## src/rtl/mseq_pkg.sv

```systemverilog
package mseq_pkg;
  localparam int INSTR_W   = 16;
  localparam int FIELD_W   = 4;
  localparam int NUM_UNITS = 5;

  // one-hot unit positions
  localparam int U_LDR = 0;
  localparam int U_LDC = 1;
  localparam int U_MM  = 2;
  localparam int U_ACT = 3;
  localparam int U_STR = 4;

  typedef enum logic [3:0] {
    OP_NOP  = 4'b0000,
    OP_STR  = 4'b0001,
    OP_LDR  = 4'b0010,
    OP_LDC  = 4'b0011,
    OP_MUL  = 4'b0100,
    OP_RELU = 4'b0101,
    OP_LIN  = 4'b0110
  } mx_op_e;

  typedef struct packed {
    logic [FIELD_W-1:0] addr;
    logic [FIELD_W-1:0] rows;
    logic [FIELD_W-1:0] cols;
  } mx_operands_t;

  typedef enum logic [1:0] {
    S_IDLE = 2'd0,
    S_EXEC = 2'd1,
    S_WAIT = 2'd2,
    S_HALT = 2'd3
  } mx_state_e;
endpackage

```

## src/rtl/mseq_rst_sync.sv

```systemverilog
module mseq_rst_sync #(
  parameter int STAGES = 2
) (
  input  logic clk,
  input  logic rst_n,
  output logic rst_n_sync
);
  logic [STAGES-1:0] chain_q;

  always_ff @(posedge clk or negedge rst_n) begin
    if (!rst_n) chain_q <= '0;
    else        chain_q <= {chain_q[STAGES-2:0], 1'b1};
  end

  assign rst_n_sync = chain_q[STAGES-1];
endmodule

```

## src/rtl/mseq_imem.sv

```systemverilog
module mseq_imem #(
  parameter int DEPTH  = 16,
  parameter int WORD_W = 16,
  localparam int AW    = $clog2(DEPTH)
) (
  input  logic              clk,
  input  logic              we,
  input  logic [AW-1:0]     waddr,
  input  logic [WORD_W-1:0] wdata,
  input  logic [AW-1:0]     raddr,
  output logic [WORD_W-1:0] rdata
);
  logic [WORD_W-1:0] slot_q [DEPTH];

  for (genvar g = 0; g < DEPTH; g++) begin : g_slot
    always_ff @(posedge clk) begin
      if (we && (waddr == AW'(g))) slot_q[g] <= wdata;
    end
  end

  assign rdata = slot_q[raddr];
endmodule

```

## src/rtl/mseq_decode.sv

```systemverilog
module mseq_decode
  import mseq_pkg::*;
(
  input  logic [INSTR_W-1:0]   instr,
  output logic [NUM_UNITS-1:0] unit_oh,
  output logic                 relu,
  output logic                 illegal,
  output logic                 needs_mul,
  output mx_operands_t         fields
);
  logic [3:0] opc;

  assign opc         = instr[15:12];
  assign fields.addr = instr[11:8];
  assign fields.rows = instr[7:4];
  assign fields.cols = instr[3:0];

  always_comb begin
    unit_oh   = '0;
    relu      = 1'b0;
    illegal   = 1'b0;
    needs_mul = 1'b0;
    case (opc)
      OP_NOP:  ;
      OP_LDR:  unit_oh[U_LDR] = 1'b1;
      OP_LDC:  unit_oh[U_LDC] = 1'b1;
      OP_MUL:  unit_oh[U_MM]  = 1'b1;
      OP_RELU: begin unit_oh[U_ACT] = 1'b1; relu = 1'b1; needs_mul = 1'b1; end
      OP_LIN:  begin unit_oh[U_ACT] = 1'b1; needs_mul = 1'b1; end
      OP_STR:  begin unit_oh[U_STR] = 1'b1; needs_mul = 1'b1; end
      default: illegal = 1'b1;
    endcase
  end
endmodule

```

## src/rtl/mseq_ctrl.sv

```systemverilog
module mseq_ctrl
  import mseq_pkg::*;
#(
  parameter int DEPTH  = 16,
  localparam int CNT_W = $clog2(DEPTH) + 1
) (
  input  logic                 clk,
  input  logic                 rst_n,
  input  logic                 start,
  input  logic [CNT_W-1:0]     instr_count,
  input  logic [NUM_UNITS-1:0] dec_unit,
  input  logic                 dec_relu,
  input  logic                 dec_illegal,
  input  logic                 dec_needs_mul,
  input  mx_operands_t         dec_fields,
  input  logic [NUM_UNITS-1:0] done_vec,
  output logic [CNT_W-1:0]     pc,
  output logic [NUM_UNITS-1:0] strobe,
  output mx_operands_t         ops,
  output logic                 act_relu,
  output logic                 busy,
  output logic                 halted,
  output logic                 illegal_seen,
  output logic                 order_err
);
  mx_state_e            state_q, state_d;
  logic [CNT_W-1:0]     pc_q, pc_d;
  logic [NUM_UNITS-1:0] strb_q, strb_d;
  logic [NUM_UNITS-1:0] pend_q, pend_d;
  logic                 ill_q, ill_d, ord_q, ord_d, mul_seen_q, mul_seen_d;
  mx_operands_t         ops_q;
  logic                 relu_q;
  logic                 issue_en;
  logic                 end_of_prog;

  assign end_of_prog = (pc_q >= instr_count) || (pc_q == CNT_W'(DEPTH));

  always_comb begin
    state_d    = state_q;
    pc_d       = pc_q;
    strb_d     = '0;
    pend_d     = pend_q;
    ill_d      = ill_q;
    ord_d      = ord_q;
    mul_seen_d = mul_seen_q;
    issue_en   = 1'b0;
    if (start) begin
      state_d    = S_EXEC;
      pc_d       = '0;
      pend_d     = '0;
      ill_d      = 1'b0;
      ord_d      = 1'b0;
      mul_seen_d = 1'b0;
    end else begin
      case (state_q)
        S_EXEC: begin
          if (end_of_prog) begin
            state_d = S_HALT;
          end else if (dec_unit == '0) begin
            pc_d = pc_q + 1'b1;
            if (dec_illegal) ill_d = 1'b1;
          end else begin
            issue_en = 1'b1;
            strb_d   = dec_unit;
            pend_d   = dec_unit;
            state_d  = S_WAIT;
            if (dec_needs_mul && !mul_seen_q) ord_d = 1'b1;
          end
        end
        S_WAIT: begin
          if (|(pend_q & done_vec)) begin
            pc_d    = pc_q + 1'b1;
            state_d = S_EXEC;
            if (pend_q[U_MM]) mul_seen_d = 1'b1;
          end
        end
        default: ;
      endcase
    end
  end

  always_ff @(posedge clk or negedge rst_n) begin
    if (!rst_n) begin
      state_q    <= S_IDLE;
      pc_q       <= '0;
      strb_q     <= '0;
      pend_q     <= '0;
      ill_q      <= 1'b0;
      ord_q      <= 1'b0;
      mul_seen_q <= 1'b0;
    end else begin
      state_q    <= state_d;
      pc_q       <= pc_d;
      strb_q     <= strb_d;
      pend_q     <= pend_d;
      ill_q      <= ill_d;
      ord_q      <= ord_d;
      mul_seen_q <= mul_seen_d;
    end
  end

  // operand and mode registers load only on issue
  always_ff @(posedge clk or negedge rst_n) begin
    if (!rst_n) begin
      ops_q  <= '0;
      relu_q <= 1'b0;
    end else if (issue_en) begin
      ops_q  <= dec_fields;
      if (dec_unit[U_ACT]) relu_q <= dec_relu;
    end
  end

  assign pc           = pc_q;
  assign strobe       = strb_q;
  assign ops          = ops_q;
  assign act_relu     = relu_q;
  assign busy         = (state_q == S_WAIT);
  assign halted       = (state_q == S_HALT);
  assign illegal_seen = ill_q;
  assign order_err    = ord_q;
endmodule

```

## src/rtl/mx_sequencer.sv

```systemverilog
module mx_sequencer
  import mseq_pkg::*;
#(
  parameter int DEPTH  = 16,
  localparam int PC_W  = $clog2(DEPTH),
  localparam int CNT_W = PC_W + 1
) (
  input  logic               clk,
  input  logic               rst_n,
  input  logic               start,
  input  logic               prog_we,
  input  logic [PC_W-1:0]    prog_addr,
  input  logic [INSTR_W-1:0] prog_data,
  input  logic [CNT_W-1:0]   instr_count,
  output logic               ldr_start,
  output logic               ldc_start,
  output logic               mm_start,
  output logic               act_start,
  output logic               act_relu,
  output logic               str_start,
  output logic [FIELD_W-1:0] op_addr,
  output logic [FIELD_W-1:0] op_rows,
  output logic [FIELD_W-1:0] op_cols,
  input  logic               ldr_done,
  input  logic               ldc_done,
  input  logic               mm_done,
  input  logic               act_done,
  input  logic               str_done,
  output logic               busy,
  output logic               halted,
  output logic               illegal_seen,
  output logic               order_err
);
  logic                 rst_n_int;
  logic [CNT_W-1:0]     pc;
  logic [INSTR_W-1:0]   cur_instr;
  logic [NUM_UNITS-1:0] dec_unit, strobe, done_vec;
  logic                 dec_relu, dec_illegal, dec_needs_mul;
  mx_operands_t         dec_fields, ops;

  mseq_rst_sync #(.STAGES(2)) u_rst (
    .clk(clk), .rst_n(rst_n), .rst_n_sync(rst_n_int)
  );

  mseq_imem #(.DEPTH(DEPTH), .WORD_W(INSTR_W)) u_imem (
    .clk(clk), .we(prog_we), .waddr(prog_addr), .wdata(prog_data),
    .raddr(pc[PC_W-1:0]), .rdata(cur_instr)
  );

  mseq_decode u_dec (
    .instr(cur_instr), .unit_oh(dec_unit), .relu(dec_relu),
    .illegal(dec_illegal), .needs_mul(dec_needs_mul), .fields(dec_fields)
  );

  assign done_vec[U_LDR] = ldr_done;
  assign done_vec[U_LDC] = ldc_done;
  assign done_vec[U_MM]  = mm_done;
  assign done_vec[U_ACT] = act_done;
  assign done_vec[U_STR] = str_done;

  mseq_ctrl #(.DEPTH(DEPTH)) u_ctrl (
    .clk(clk), .rst_n(rst_n_int), .start(start), .instr_count(instr_count),
    .dec_unit(dec_unit), .dec_relu(dec_relu), .dec_illegal(dec_illegal),
    .dec_needs_mul(dec_needs_mul), .dec_fields(dec_fields),
    .done_vec(done_vec), .pc(pc), .strobe(strobe), .ops(ops),
    .act_relu(act_relu), .busy(busy), .halted(halted),
    .illegal_seen(illegal_seen), .order_err(order_err)
  );

  assign ldr_start = strobe[U_LDR];
  assign ldc_start = strobe[U_LDC];
  assign mm_start  = strobe[U_MM];
  assign act_start = strobe[U_ACT];
  assign str_start = strobe[U_STR];
  assign op_addr   = ops.addr;
  assign op_rows   = ops.rows;
  assign op_cols   = ops.cols;
endmodule

```

## config.mk

```make
export PLATFORM = sky130hd
export DESIGN_NAME = mx_sequencer
export DESIGN_NICKNAME = d
export VERILOG_FILES = /design/src/rtl/mseq_pkg.sv /design/src/rtl/mseq_rst_sync.sv /design/src/rtl/mseq_imem.sv /design/src/rtl/mseq_decode.sv /design/src/rtl/mseq_ctrl.sv /design/src/rtl/mx_sequencer.sv
export SDC_FILE = /design/constraint.sdc
export NUM_CORES = 1
export LEC_CHECK = 0
export CAP_MARGIN = 15
export CORE_MARGIN = 1.5
export CORE_UTILIZATION = 25
export CTS_BUF_LIST = sky130_fd_sc_hd__clkbuf_16
export DETAILED_ROUTE_END_ITERATION = 12
export SLEW_MARGIN = 0
export SYNTH_ARGS = -nofsm -noshare
export SYNTH_HDL_FRONTEND = slang
export SYNTH_SLANG_ARGS = --single-unit
```

## constraint.sdc

```tcl
create_clock -name clk -period 1.3 [get_ports clk]
set_input_delay 0.26 -clock clk [delete_from_list [all_inputs] [get_ports clk]]
set_output_delay 0.26 -clock clk [all_outputs]
set_load 0.01 [all_outputs]
```

-- Yosys cells after proc, flatten, opt, wreduce, memory -nomap -nowiden
Memories as Yosys holds them, arrays and structs flattened.
Cells that the tools add are included.
- register bits: 35
- latch bits: 0
- bits in writable memories: 256
- bits in read-only memories: 0
- input port bits: 34
- logic and storage cells: 223
- memories kept: 1
- $add $sub $neg: 1
- multiply operators: 0
- div/mod/pow operators: 0
- magnitude comparators: 1
- equal/unequal tests: 32
- shift operators: 0
- mux-type cells: 120
- bitwise logic cells: 1
- reduce and logical (&&, ||, !) cells: 55
- memories (name ; words ; bits a word ; rd ports ; clocked after memory_dff ; wr ports ; line ; RTL):
    u_imem.slot_q ; 16 ; 16 ; 1 ; 0 ; 1 ; mseq_imem.sv:13 ; logic [WORD_W-1:0] slot_q [DEPTH];
- operator list (kind ; count):
    $mux 16 ; 15
    $reduce_or 16->1 ; 15
    $mux 1 ; 72
    $mux 4 ; 15
    $mux 5 ; 12
    $eq 4x4->1 const B ; 8
    $eq 4x3->1 const B ; 7
    $logic_and 1x1->1 ; 17
    $eq 4x2->1 const B ; 4
    $reduce_and 4->1 ; 3
    $reduce_bool 2->1 ; 6
    $pmux 5 s2 ; 1
    $reduce_and 3->1 ; 3
    $eq 4x1->1 const B ; 2
    $logic_not 4->1 ; 2
    $mux 2 ; 4
    $reduce_or 7->1 ; 1
    $ne 3x2->1 const B ; 2
    $add 5x1->5 const B ; 1
    $and 5x5->5 ; 1
    $eq 5x5->1 const B ; 1
    $ge 5x5->1 ; 1
    $logic_not 5->1 ; 1
    $reduce_or 5->1 ; 1
    13 further kinds ; 15

-- Longest topological paths before layout
Gate-level depths: netlist of the first run.
- word-level depth: 20
- gate-level depth with buffers: 14
- gate-level depth less buffers: 9

-- By module
From an unflattened synthesis of the first run, not the netlist that was laid out.
- cell total of the unflattened synthesis: 581
- area, all modules: 11691.2 sq um
- modules (own cells, without submodules) (module ; times used ; cells an instance ; area an instance (sq um) ; sequential area each (sq um)):
    mseq_imem ; 1 ; 416 ; 9768.1 ; 7687.4
    mseq_ctrl ; 1 ; 138 ; 1672.9 ; 825.8
    mseq_decode ; 1 ; 24 ; 196.4 ; 0.0
    mseq_rst_sync ; 1 ; 3 ; 53.8 ; 50.0

-- Least setup slack after synthesis of the first run
No wires, ideal clock.
- kind: flip-flop to flip-flop
- start: reg u_ctrl.pc_q[0] (netlist: u_ctrl.pc[0])
- end: reg u_ctrl.ops_q (netlist bit u_ctrl.ops[0])
- setup time: 0.128 ns
- arrival time: 3.330 ns
- data required time: 1.172 ns
- setup slack: -2.157 ns
- cell stages (with the launch flop): 15
- buffers on the path: 5
- period minus slack after synthesis: 3.457 ns
- path through: dfrtp_1 -> buf_6 -> buf_8 -> buf_6 -> clkbuf_1 -> inv_1 -> ha_1 -> nand2b_1 -> a21o_1 -> a21oi_1 -> o21a_1 -> nand3_4 -> nor3_4 -> buf_4 -> mux2_1
- word-level cells in the longest chain between the ends: 9
- elaborated cells between the ends (all ways): 21
- those cells by class: order compare: 1; eq/ne: 7; mux: 9; reduce/logical: 3; memory: 1
- RTL lines (what ; line ; RTL):
    from (decl) ; mseq_ctrl.sv:27 ; logic [CNT_W-1:0] pc_q, pc_d;
    from (signal assigned) ; mseq_ctrl.sv:93 ; pc_q <= pc_d;
    $mem_v2 16x16 ; n/a ;
    $eq 4x3->1 ; mseq_decode.sv:23 ; case (opc)
    $reduce_or 2->1 (no source line) ; n/a ;
    $mux 1 ; mseq_decode.sv:23 ;
    $logic_not 5->1 ; mseq_ctrl.sv:59 ; end else if (dec_unit == '0) begin
    $mux 1 ; mseq_ctrl.sv:59 ;
    $mux 1 ; mseq_ctrl.sv:57 ; if (end_of_prog) begin
    $mux 1 ; mseq_ctrl.sv:55 ; case (state_q)
    $mux 1 ; mseq_ctrl.sv:47 ; if (start) begin
    to (signal assigned) ; mseq_ctrl.sv:108 ; ops_q <= dec_fields;
    to (decl) ; mseq_ctrl.sv:31 ; mx_operands_t ops_q;
Parallel ways exist; a longest one is shown, timed or not.
A chain may end at the register's enable or synchronous reset.

-- Final worst setup path of the first run
- start: reg u_ctrl.pc_q[0] (netlist: u_ctrl.pc[0])
- end: reg u_ctrl.pc_q[2] (netlist: u_ctrl.pc[2])
- word-level cells in the longest chain between the ends: 7
- elaborated cells between the ends (all ways): 26
- those cells by class: add/sub: 1; order compare: 1; eq/ne: 9; mux: 10; reduce/logical: 4; memory: 1
- RTL lines (what ; line):
    $mem_v2 16x16 ; n/a
    $eq 4x3->1 ; mseq_decode.sv:23
    $reduce_or 2->1 (no source line) ; n/a
    $mux 1 ; mseq_decode.sv:23
    $logic_not 5->1 ; mseq_ctrl.sv:59
    $ne 3x2->1 (no source line) ; n/a
    $reduce_and 4->1 (no source line) ; n/a
Parallel ways exist; a longest one is shown, timed or not. The select of a mux whose other input is x is not followed.

==> run summary, run 1 <==
combinational power share - 30.1%
RSZ-0062 raised after global routing - true
Yosys reg bits - 291
DRC viols - 0
Total GRT Usage - 11.14%
Area Growth Syn to Fin - 35.96%
clk_lat worst skew - 0.55 ns
failing checks - setup timing
Sw Share - 25.89%
Max-slew headroom - 66.38%
Die Ht - 217.2 um
synth warn - 0
P_sw - 0.007496 W
Lkg Pwr - 5.357 nW
period utilization - 204.3%
minimum clock period - 2.656 ns
final worst slack - -1.356 ns
final core occ - 34.43%
Placement Rows - 78
Total Wirelength - 26230 um
remaining global-route overflow - 0
design area - 15590 um^2
critical path arrival - 3.08 ns
DP Area - 13960 um^2
Clock transition at path regs - 0.06 ns
clk sinks - 291
largest net degree at the start of global routing - 32
clk root buf - clkbuf_16
Vias/cell - 4.242
ys flop type - edfxtp_1
part of the power in registers - 37.9%
Setup crit end kind - flop
WP data required - 1.72 ns
detailed-route via count - 5879
Final nets - 803
Hold Violations, Final - 0
First DRT Iteration DRCs - 393
hpwl dp - 15850 um
Pint - 0.02146 W
first-pass GRT wire length - 39590 um
DR pass1 iterations - 4
hold crit path type - reg -> async
post-synth design cell area - 11470 um^2
post-synthesis sequential area ratio - 74.68%
Post-synth EDFFs - 256
syn_area_per_cell - 20.85 um^2
Max Fanout on Critical Path - 8
Least-Margin Pin Slew - 0.5028 ns
initial core utilization - 25.32%
share of post-route cells with drive strength above 1 - 46.82%
initial antenna violation count - 0
core region area - 45280 um^2
Max-cap violations - 0
Antenna Cells - 0
critical path type - reg -> reg
Cell Pwr Density - 1857 nW/um^2
most frequent cells in the layout - edfxtp_1 (256), buf_4 (100), mux4_2 (77)
count of cell types in the netlist - 49
Finish-stage setup viols - 53
commonest non-fill, non-tap cell in the layout - edfxtp_1
placer congestion estimate - 0.7267
Slew Viols, Final - 0
Setup crit start kind - flop
Worst VDD drop - 1.092 mV
I/O pin total - 56
Num CTS Buffers - 30
syn_nets - 591
Max Root-Sink Buffers - 3
DIE AREA - 47160 um^2
final setup skew - 0.01450 ns
clock network fraction of design power - 32.0%
status - complete, but fails checks
PortBufs - 55
CTS HTree Levels - 1
Routed Antenna Nets - 0
CTS tree - done
Die W - 217.2 um
vias in the first global route - 6344
async set-reset flop share out of synthesis - 12.03%
synthesized instance count - 550
Peak Freq - 376.6 MHz
wire per inst - 18.92 um
[cell families after synthesis]
logic type	share of synthesized area, %
flip-flops	74.68
multiplexers	17.16
AND/OR/NAND/NOR	3.983
buffers and inverters	1.451
AO/OA/AOI/OAI	1.855
adder cells (fa/ha/maj)	0.7637
other	0.03270
XOR/XNOR	0.07639
[worst paths after layout]
kind                                             from                         endpoint  slack, ns  depth (start not counted)
setup / recovery             u_ctrl.pc[0]$_DFFE_PN0P_         u_ctrl.pc[2]$_DFFE_PN0P_      -1.36                          7
hold / removal             u_rst.chain_q[1]$_DFF_PN0_  u_ctrl.illegal_seen$_DFFE_PN0P_       0.20                          0
max in group asynchronous  u_rst.chain_q[1]$_DFF_PN0_         u_ctrl.pc[0]$_DFFE_PN0P_       0.63                          1
hold reg to reg            u_rst.chain_q[1]$_DFF_PN0_  u_ctrl.illegal_seen$_DFFE_PN0P_       0.20                          0
min in group clk           u_rst.chain_q[0]$_DFF_PN0_       u_rst.chain_q[1]$_DFF_PN0_       0.35                          0
setup reg to reg             u_ctrl.pc[0]$_DFFE_PN0P_         u_ctrl.pc[2]$_DFFE_PN0P_      -1.36                          7
[synth_stat cells, types with 2 or more instances]
cell	instances	area share, %
edfxtp_1	256	67
mux4_2	76	15
dfrtp_1	35	7.6
nor2_1	33	1.1
nand2_1	17	0.56
mux2_1	16	1.6
buf_1	10	0.33
inv_1	10	0.33
a21oi_1	7	0.31
clkbuf_1	7	0.23
ha_1	7	0.76
nand3_1	7	0.31
nor3_1	7	0.31
mux2i_1	5	0.44
nor2b_1	5	0.27
a22oi_1	4	0.26
buf_2	3	0.13
nand2b_1	3	0.16
nand4_1	3	0.16
o21ai_1	3	0.13
a21o_1	2	0.13
a31oi_1	2	0.11
and3_1	2	0.11
buf_6	2	0.20
nand3b_1	2	0.13
o21bai_1	2	0.13
or3_1	2	0.11
[final cells by class]
| type | instances | area, um^2 |
|---|---|---|
| Fill cell | 4287 | 29690 |
| Sequential cell | 291 | 8569 |
| Multi-Input combinational cell | 224 | 3107 |
| Timing Repair Buffer | 204 | 2024 |
| Clock buffer | 30 | 750.7 |
| Tap cell | 600 | 750.7 |
| Clock inverter | 26 | 335.3 |
| Inverter | 11 | 53.80 |
[routing by layer]
layer	up-vias	share of wire, %	GRT usage, %
li1	2682	-	-
met1	3054	43	14.37
met2	121	51	19.40
met3	22	5.2	2.222
met4	0	1.1	2.269
met5	-	0	0
[metrics by stage]
stage	hold slack, ns	std cells	setup TNS (ns)	power (W)	setup WS, ns
finish	0.1992	1386	-41.06	0.02895	-1.356
global route	0.2501	1386	-44.48	0.03024	-1.447
CTS	0.2215	1375	-42.79	0.02871	-1.412
detailed placement	0.1953	1291	-173.63	0.01849	-1.530
global placement	0.1949	1291	-170.27	0.01840	-1.447
floorplan	-0.03559	550	-61.04	0.01578	-1.500
[power groups by stage]
stage | clock (W) | sequential (W) | combinational, W
floorplan | 0 | 0.0112 | 0.00458
global placement | 0 | 0.0113 | 0.00712
detailed placement | 0 | 0.0113 | 0.00719
CTS | 0.00948 | 0.0110 | 0.00823
global route | 0.00980 | 0.0110 | 0.00939
finish | 0.00926 | 0.0110 | 0.00870
[registers in the layout, summed over array words and instances, names as in the netlist]
signal               cells
u_rst.chain_q            2
u_ctrl.illegal_seen      1
u_ctrl.ops              12
u_ctrl.order_err         1
u_ctrl.mul_seen_q        1
u_ctrl.state_q           2
u_ctrl.pend_q            5
u_ctrl.act_relu          1
u_imem.slot_q          256
u_ctrl.pc                5
u_ctrl.strobe            5
[repair_timing]
action | 4_1_cts | 5_1_grt
pin swaps | 12 | 17
cloned | 2 | 2
buffers inserted | 27 | 14
hold buffers | 1 | 0
endpoints found under the hold margin | 2 | 0
resized for setup | 139 | 38
setup endpoints to repair | 118 | 65
[critical path, stage by stage (launching register included)]
cell	delay (ns)
dfrtp_4	0.50
buf_12	0.15
mux4_2	0.43
mux4_2	0.54
buf_6	0.16
o31ai_4	0.29
a21oi_1	0.13
mux2_1	0.32
No activity file was read; power rests on OpenSTA's default activity.
==> run 2, diff against run 1 <==
==> constraint.sdc (replaced) <==
create_clock -name clk -period 1.3 [get_ports clk]
set_input_delay 0.26 -clock clk [delete_from_list [all_inputs] [get_ports clk]]
set_output_delay 0.26 -clock clk [all_outputs]
set_load 0.005 [all_outputs]
==> run 2 against run 1 <==
The run still ends with setup timing left. Die area is the same. Flip-flop and latch count did not move. Total power fell by 0.58%. Clock power hardly changed. Critical path type unchanged.
==> run summary, run 2 (synthesis results as in run 1) <==
non-filler cells, final - 1386 (unchanged)
WP buf/inv - 3 (was 2)
Top cell by count, worst path - mux4_2 (unchanged)
commonest non-fill, non-tap cell in the layout - edfxtp_1 (unchanged)
Hold Violations, Final - 0 (unchanged)
minimum clock period - 2.659 ns (was 2.656 ns)
hpwl dp - 15850 um (unchanged)
Area Growth Syn to Fin - 35.85% (was 35.96%)
Least-Margin Pin Slew - 0.5182 ns (was 0.5028 ns)
status - complete, but fails checks (unchanged)
Cell Pwr Density - 1848 nW/um^2 (was 1857 nW/um^2)
I/O pin total - 56 (unchanged)
Placed Instances - 1291 (unchanged)
Routed Antenna Nets - 0 (unchanged)
Largest Register - u_imem.slot_q (unchanged)
Die Ht - 217.2 um (unchanged)
Finish-stage setup viols - 49 (was 53)
share of post-route cells with drive strength above 1 - 46.82% (unchanged)
CTS HTree Levels - 1 (unchanged)
Setup crit start kind - flop (unchanged)
Largest register FFs - 256 (unchanged)
First DRT Iteration DRCs - 395 (was 393)
largest net degree at the start of global routing - 32 (unchanged)
reg-to-reg endpoint - u_ctrl.ops[8]$_DFFE_PN0P_ (was u_ctrl.pc[2]$_DFFE_PN0P_)
remaining global-route overflow - 0 (unchanged)
delay-heaviest family, CP - multiplexers (unchanged)
clk_lat worst skew - 0.55 ns (about the same)
reg2reg start - u_ctrl.pc[0]$_DFFE_PN0P_ (unchanged)
failing checks - setup timing (unchanged)
crit-path cells - buf_12, mux4_2, mux4_2, clkinv_4, nand3_4, nor3_4, buf_6, mux2_4 (was buf_12, mux4_2, mux4_2, buf_6, o31ai_4, a21oi_1, mux2_1)
first-pass GRT wire length - 39630 um (was 39590 um)
Peak Freq - 376.1 MHz (was 376.6 MHz)
Clock transition at path regs - 0.06 ns (about the same)
Lkg Pwr - 5.355 nW (was 5.357 nW)
RSZ-0062 raised after global routing - true (unchanged)
DRC viols - 0 (unchanged)
core region area - 45280 um^2 (unchanged)
Total GRT Usage - 11.15% (was 11.14%)
detailed-route via count - 5860 (was 5879)
DIE AREA - 47160 um^2 (unchanged)
most frequent cells in the layout - edfxtp_1 (256), buf_4 (100), mux4_2 (77) (unchanged)
Worst VDD drop - 1.087 mV (was 1.092 mV)
wire per inst - 18.96 um (was 18.92 um)
Vias/cell - 4.228 (was 4.242)
period utilization - 204.5% (was 204.3%)
Placement Rows - 78 (unchanged)
hold crit path type - reg -> async (unchanged)
CTS tree - done (unchanged)
PortBufs - 55 (unchanged)
Final nets - 803 (unchanged)
initial antenna violation count - 0 (unchanged)
Max stage delay on crit path - 0.54 ns (about the same)
initial core utilization - 25.32% (unchanged)
Total Wirelength - 26280 um (was 26230 um)
Max Root-Sink Buffers - 3 (unchanged)
reg2reg path depth - 8 (was 7)
Num CTS Buffers - 30 (unchanged)
post-route setup TNS - -40.85 ns (was -41.06 ns)
Antenna Cells - 0 (unchanged)
final worst slack - -1.359 ns (was -1.356 ns)
DR pass1 iterations - 4 (unchanged)
Setup crit end kind - flop (unchanged)
Die W - 217.2 um (unchanged)
fillers - 4284 (was 4287)
WP data required - 1.73 ns (was 1.72 ns)
final setup skew - 0.01650 ns (was 0.01450 ns)
reg2reg setup slack - -1.36 ns (about the same)
vias in the first global route - 6363 (was 6344)
clk root buf - clkbuf_16 (unchanged)
Max Fanout on Critical Path - 8 (unchanged)
clk sinks - 291 (unchanged)
Max-slew headroom - 65.35% (was 66.38%)
critical path type - reg -> reg (unchanged)
cell with the largest stage delay on the worst path - mux4_2 (unchanged)
Slew Viols, Final - 0 (unchanged)
critical path arrival - 3.09 ns (was 3.08 ns)
Max-cap violations - 0 (unchanged)
placer congestion estimate - 0.7267 (unchanged)
## run 2: cell counts in the layout (fill, tap and decap cells not counted)
Identical to the previous run, type by type.
## run 2: per-layer routing
| metal | track usage, % | routed length (um) | vias to the layer above |
|---|---|---|---|
| li1 | - | - | 2685 |
| met4 | 2.269 | 297 | 0 |
| met1 | 14.38 | 11290 | 3042 |
| met3 | 2.222 | 1350 | 24 |
| met2 | 19.42 | 13340 | 109 |
| met5 | 0 | 0 | - |
## run 2: area by class of cell
type / count / area, um^2 / area share [%]
multi-input combinational: 224 / 3107 / 19.94
inverter: 11 / 53.80 / 0.3454
clock inverter: 26 / 335.3 / 2.152
timing repair buffer: 204 / 2012 / 12.91
tap: 600 / 750.7 / 4.819
clock buffer: 30 / 750.7 / 4.819
sequential: 291 / 8569 / 55.01
## run 2: worst register-to-register path, cell delays in order, from the launching register on
cell and delay [ns]:
dfrtp_4 0.50, buf_12 0.15, mux4_2 0.43, mux4_2 0.54
clkinv_4 0.09, nand3_4 0.08, nor3_4 0.22, buf_6 0.22
mux2_4 0.32
## run 2: worst max-delay path by stage
| stage | startpoint | to | slack [ns] | depth (start not counted) |
|---|---|---|---|---|
| 3_3_place_gp | u_ctrl.pc[0]$_DFFE_PN0P_ | u_ctrl.pc[0]$_DFFE_PN0P_ | -1.45 | 8 |
| 4_1_cts | u_ctrl.pc[0]$_DFFE_PN0P_ | u_ctrl.ops[3]$_DFFE_PN0P_ | -1.41 | 9 |
| 6_report | u_ctrl.pc[0]$_DFFE_PN0P_ | u_ctrl.ops[8]$_DFFE_PN0P_ | -1.36 | 8 |
| 5_1_grt | u_ctrl.pc[0]$_DFFE_PN0P_ | u_ctrl.pc[3]$_DFFE_PN0P_ | -1.45 | 7 |
| 2_1_floorplan | u_ctrl.pc[0]$_DFFE_PN0P_ | u_ctrl.ops[0]$_DFFE_PN0P_ | -1.50 | 14 |
| 3_5_place_dp | u_ctrl.pc[0]$_DFFE_PN0P_ | u_ctrl.pc[0]$_DFFE_PN0P_ | -1.53 | 8 |
## run 2: per-stage QoR
step,instance area [um^2],setup WS [ns],utilization (%),power [W],hold WS [ns]
after floorplan,11730,-1.500,-,0.01568,-0.03559
after global placement,13960,-1.447,30.83,0.01830,0.1949
after detailed placement,13960,-1.530,30.83,0.01838,0.1953
after CTS,15410,-1.412,34.04,0.02865,0.2215
after global routing,15580,-1.447,34.40,0.03008,0.2501
final,15580,-1.359,34.40,0.02879,0.1998
## run 2: where the power goes
| part | switching [W] | leakage (nW) | total (W) | internal (W) |
|---|---|---|---|---|
| sequential | 0.000280 | 2.75 | 0.0110 | 0.0107 |
| clock | 0.00347 | 0.545 | 0.00925 | 0.00578 |
| combinational | 0.00363 | 2.06 | 0.00856 | 0.00493 |
| total | 0.00738 | 5.35 | 0.0288 | 0.0214 |
## run 2: timing repair
item | CTS | global route
resized for setup | 143 | 34
hold buffers | 1 | 0
pin swaps | 14 | 17
gates cloned | 2 | 2
buffers inserted | 29 | 14
endpoints found under the setup margin | 118 | 65
endpoints found under the hold margin | 2 | 0
==> run 3, diff against run 2 <==
CORE_ASPECT_RATIO = 0.7   (was unset)
==> run 3 against run 2 <==
The run still ends with setup timing left. First-iteration DRC count increased by 50%. Combinational power decreased by 5.5%. Via count increased by 2.3%. Critical path depth increased by 2. Final cell count decreased by 0.14%. Routed wire length increased by 3.6%. Worst setup slack got worse by 0.063 ns. Non-clock buffer count increased by 2. Global-route usage increased by 0.39 points. Register-to-register slack got worse by 0.06 ns. Clock skew decreased by 0.0047 ns. Critical endpoint is now u_ctrl.pc[2]$_DFFE_PN0P_.
==> run summary, run 3 (synthesis results as in run 1) <==
Max Root-Sink Buffers - 3 (unchanged)
Max stage delay on crit path - 0.50 ns (was 0.54 ns)
final setup skew - 0.01179 ns (was 0.01650 ns)
CTS tree - done (unchanged)
DIE AREA - 47180 um^2 (was 47160 um^2)
detailed-route via count - 5996 (was 5860)
DRC viols - 0 (unchanged)
Cell Pwr Density - 1737 nW/um^2 (was 1848 nW/um^2)
First DRT Iteration DRCs - 592 (was 395)
end of the critical path - u_ctrl.pc[2]$_DFFE_PN0P_ (was u_ctrl.ops[8]$_DFFE_PN0P_)
reg2reg setup slack - -1.42 ns (was -1.36 ns)
Register Area - 8569 um^2 (unchanged)
dpl ws - -1.504 ns (was -1.530 ns)
Total Wirelength - 27220 um (was 26280 um)
DR pass1 iterations - 4 (unchanged)
Slew Viols, Final - 0 (unchanged)
Top cell by count, worst path - buf_6 (was mux4_2)
hold slack final - 0.2258 ns (was 0.1998 ns)
initial antenna violation count - 0 (unchanged)
CTS HTree Levels - 1 (unchanged)
clk_lat worst skew - 0.54 ns (was 0.55 ns)
Area Growth Syn to Fin - 32.31% (was 35.85%)
WP buf/inv - 3 (unchanged)
RSZ-0062 raised after global routing - true (unchanged)
Die W - 259.0 um (was 217.2 um)
period utilization - 209.4% (was 204.5%)
Vias/cell - 4.332 (was 4.228)
Die Ht - 182.2 um (was 217.2 um)
Final nets - 802 (was 803)
Placement Rows - 65 (was 78)
critical path arrival - 3.14 ns (was 3.09 ns)
status - complete, but fails checks (unchanged)
reg-to-reg endpoint - u_ctrl.pc[2]$_DFFE_PN0P_ (was u_ctrl.ops[8]$_DFFE_PN0P_)
area of the multi-input gates - 3044 um^2 (was 3107 um^2)
Lkg Pwr - 5.236 nW (was 5.355 nW)
Total GRT Usage - 11.55% (was 11.15%)
WP data required - 1.72 ns (was 1.73 ns)
crit-path cells - buf_6, buf_6, buf_6, mux4_2, a22oi_2, and3_4, and3_4, o31ai_4, a21oi_1, mux2_1 (was buf_12, mux4_2, mux4_2, clkinv_4, nand3_4, nor3_4, buf_6, mux2_4)
Num CTS Buffers - 27 (was 30)
remaining global-route overflow - 0 (unchanged)
cell with the largest stage delay on the worst path - dfrtp_4 (was mux4_2)
Max-cap violations - 0 (unchanged)
delay-heaviest family, CP - multiplexers (unchanged)
clk sinks - 291 (unchanged)
hpwl dp - 16620 um (was 15850 um)
Critical Path Start - u_ctrl.pc[0]$_DFFE_PN0P_ (unchanged)
Worst VDD drop - 0.8997 mV (was 1.087 mV)
largest net degree at the start of global routing - 21 (was 32)
first-pass GRT wire length - 40270 um (was 39630 um)
hold crit path type - reg -> async (unchanged)
Routed Antenna Nets - 0 (unchanged)
minimum clock period - 2.722 ns (was 2.659 ns)
core region area - 45140 um^2 (was 45280 um^2)
reg2reg path depth - 10 (was 8)
Finish-stage setup viols - 46 (was 49)
failing checks - setup timing (unchanged)
Least-Margin Pin Slew - 0.5572 ns (was 0.5182 ns)
Antenna Cells - 0 (unchanged)
PortBufs - 55 (unchanged)
Setup crit start kind - flop (unchanged)
Max-slew headroom - 62.72% (was 65.35%)
Critical Path Stages - 10 (was 8)
wire per inst - 19.67 um (was 18.96 um)
Clock transition at path regs - 0.07 ns (was 0.06 ns)
reg2reg start - u_ctrl.pc[0]$_DFFE_PN0P_ (unchanged)
Largest register FFs - 256 (unchanged)
placer congestion estimate - 0.7296 (was 0.7267)
most frequent cells in the layout - edfxtp_1 (256), buf_4 (107), mux4_2 (76) (was edfxtp_1 (256), buf_4 (100), mux4_2 (77))
clk root buf - clkbuf_16 (unchanged)
Peak Freq - 367.4 MHz (was 376.1 MHz)
share of post-route cells with drive strength above 1 - 43.92% (was 46.82%)
commonest non-fill, non-tap cell in the layout - edfxtp_1 (unchanged)
Largest Register - u_imem.slot_q (unchanged)
critical path type - reg -> reg (unchanged)
Max Fanout on Critical Path - 5 (was 8)
I/O pin total - 56 (unchanged)
final worst slack - -1.422 ns (was -1.359 ns)
fillers - 4277 (was 4284)
Setup crit end kind - flop (unchanged)
Hold Violations, Final - 0 (unchanged)
vias in the first global route - 6242 (was 6363)
initial core utilization - 25.41% (was 25.32%)
==> run 3: area by class of cell <==
class                           instances  area share (%)
Clock buffer                           27           4.453
Clock inverter                         22          0.7752
Inverter                               11          0.3546
Multi-Input combinational cell        224           20.06
Sequential cell                       291           56.48
Tap cell                              603           4.973
Timing Repair Buffer                  206           12.90
==> run 3: worst min-delay path by stage <==
stage	startpoint	to	slack [ns]	depth (start not counted)
floorplan	rst_n	u_rst.chain_q[0]$_DFF_PN0_	-0.04	0
global placement	u_rst.chain_q[1]$_DFF_PN0_	u_ctrl.pc[2]$_DFFE_PN0P_	0.22	0
detailed placement	u_rst.chain_q[1]$_DFF_PN0_	u_ctrl.pc[2]$_DFFE_PN0P_	0.23	0
CTS	u_rst.chain_q[1]$_DFF_PN0_	u_ctrl.pc[0]$_DFFE_PN0P_	0.24	0
global route	u_rst.chain_q[1]$_DFF_PN0_	u_ctrl.pc[0]$_DFFE_PN0P_	0.24	0
finish	u_rst.chain_q[1]$_DFF_PN0_	u_ctrl.pc[0]$_DFFE_PN0P_	0.23	0
==> run 3: where the power goes <==
part           leakage (nW)  switching (W)  internal (W)
clock                 0.442        0.00333       0.00395
combinational          2.04        0.00343       0.00466
sequential             2.75       0.000309        0.0107
total                  5.24        0.00706        0.0193
==> run 3: repair_timing <==
action / in CTS / in global routing
buffers inserted: 27 / 10
hold endpoints to repair: 2 / 0
pin swaps: 17 / 9
gates resized for setup: 137 / 10
setup endpoints to repair: 118 / 64
gates cloned: 1 / 0
hold buffers: 1 / 0
==> run 3: worst register-to-register path, stage by stage (launching register included) <==
cell	delay, ns
dfrtp_4	0.50
buf_6	0.13
buf_6	0.12
buf_6	0.11
mux4_2	0.43
a22oi_2	0.18
and3_4	0.23
and3_4	0.23
o31ai_4	0.11
a21oi_1	0.22
mux2_1	0.34
==> run 3: stage by stage <==
step                      power (W)  instances  TNS (ns)  cell area, um^2  utilization [%]
after floorplan             0.01568        550    -61.04            11730                -
after detailed placement    0.01849       1300   -175.44            14000            31.01
final                       0.02636       1384    -42.21            15170            33.61
after CTS                   0.02647       1376    -43.09            15100            33.46
after global placement      0.01840       1300   -169.62            14000            31.01
after global routing        0.02747       1384    -46.33            15170            33.61
==> run 3: per-layer routing <==
metal  routed length (um)  GRT usage, %  part of all wire (%)
met4                  397         1.871                   1.5
met2                11790         17.02                    43
met3                 1742         2.528                   6.4
met5                    0             0                     0
met1                13280         17.55                    49
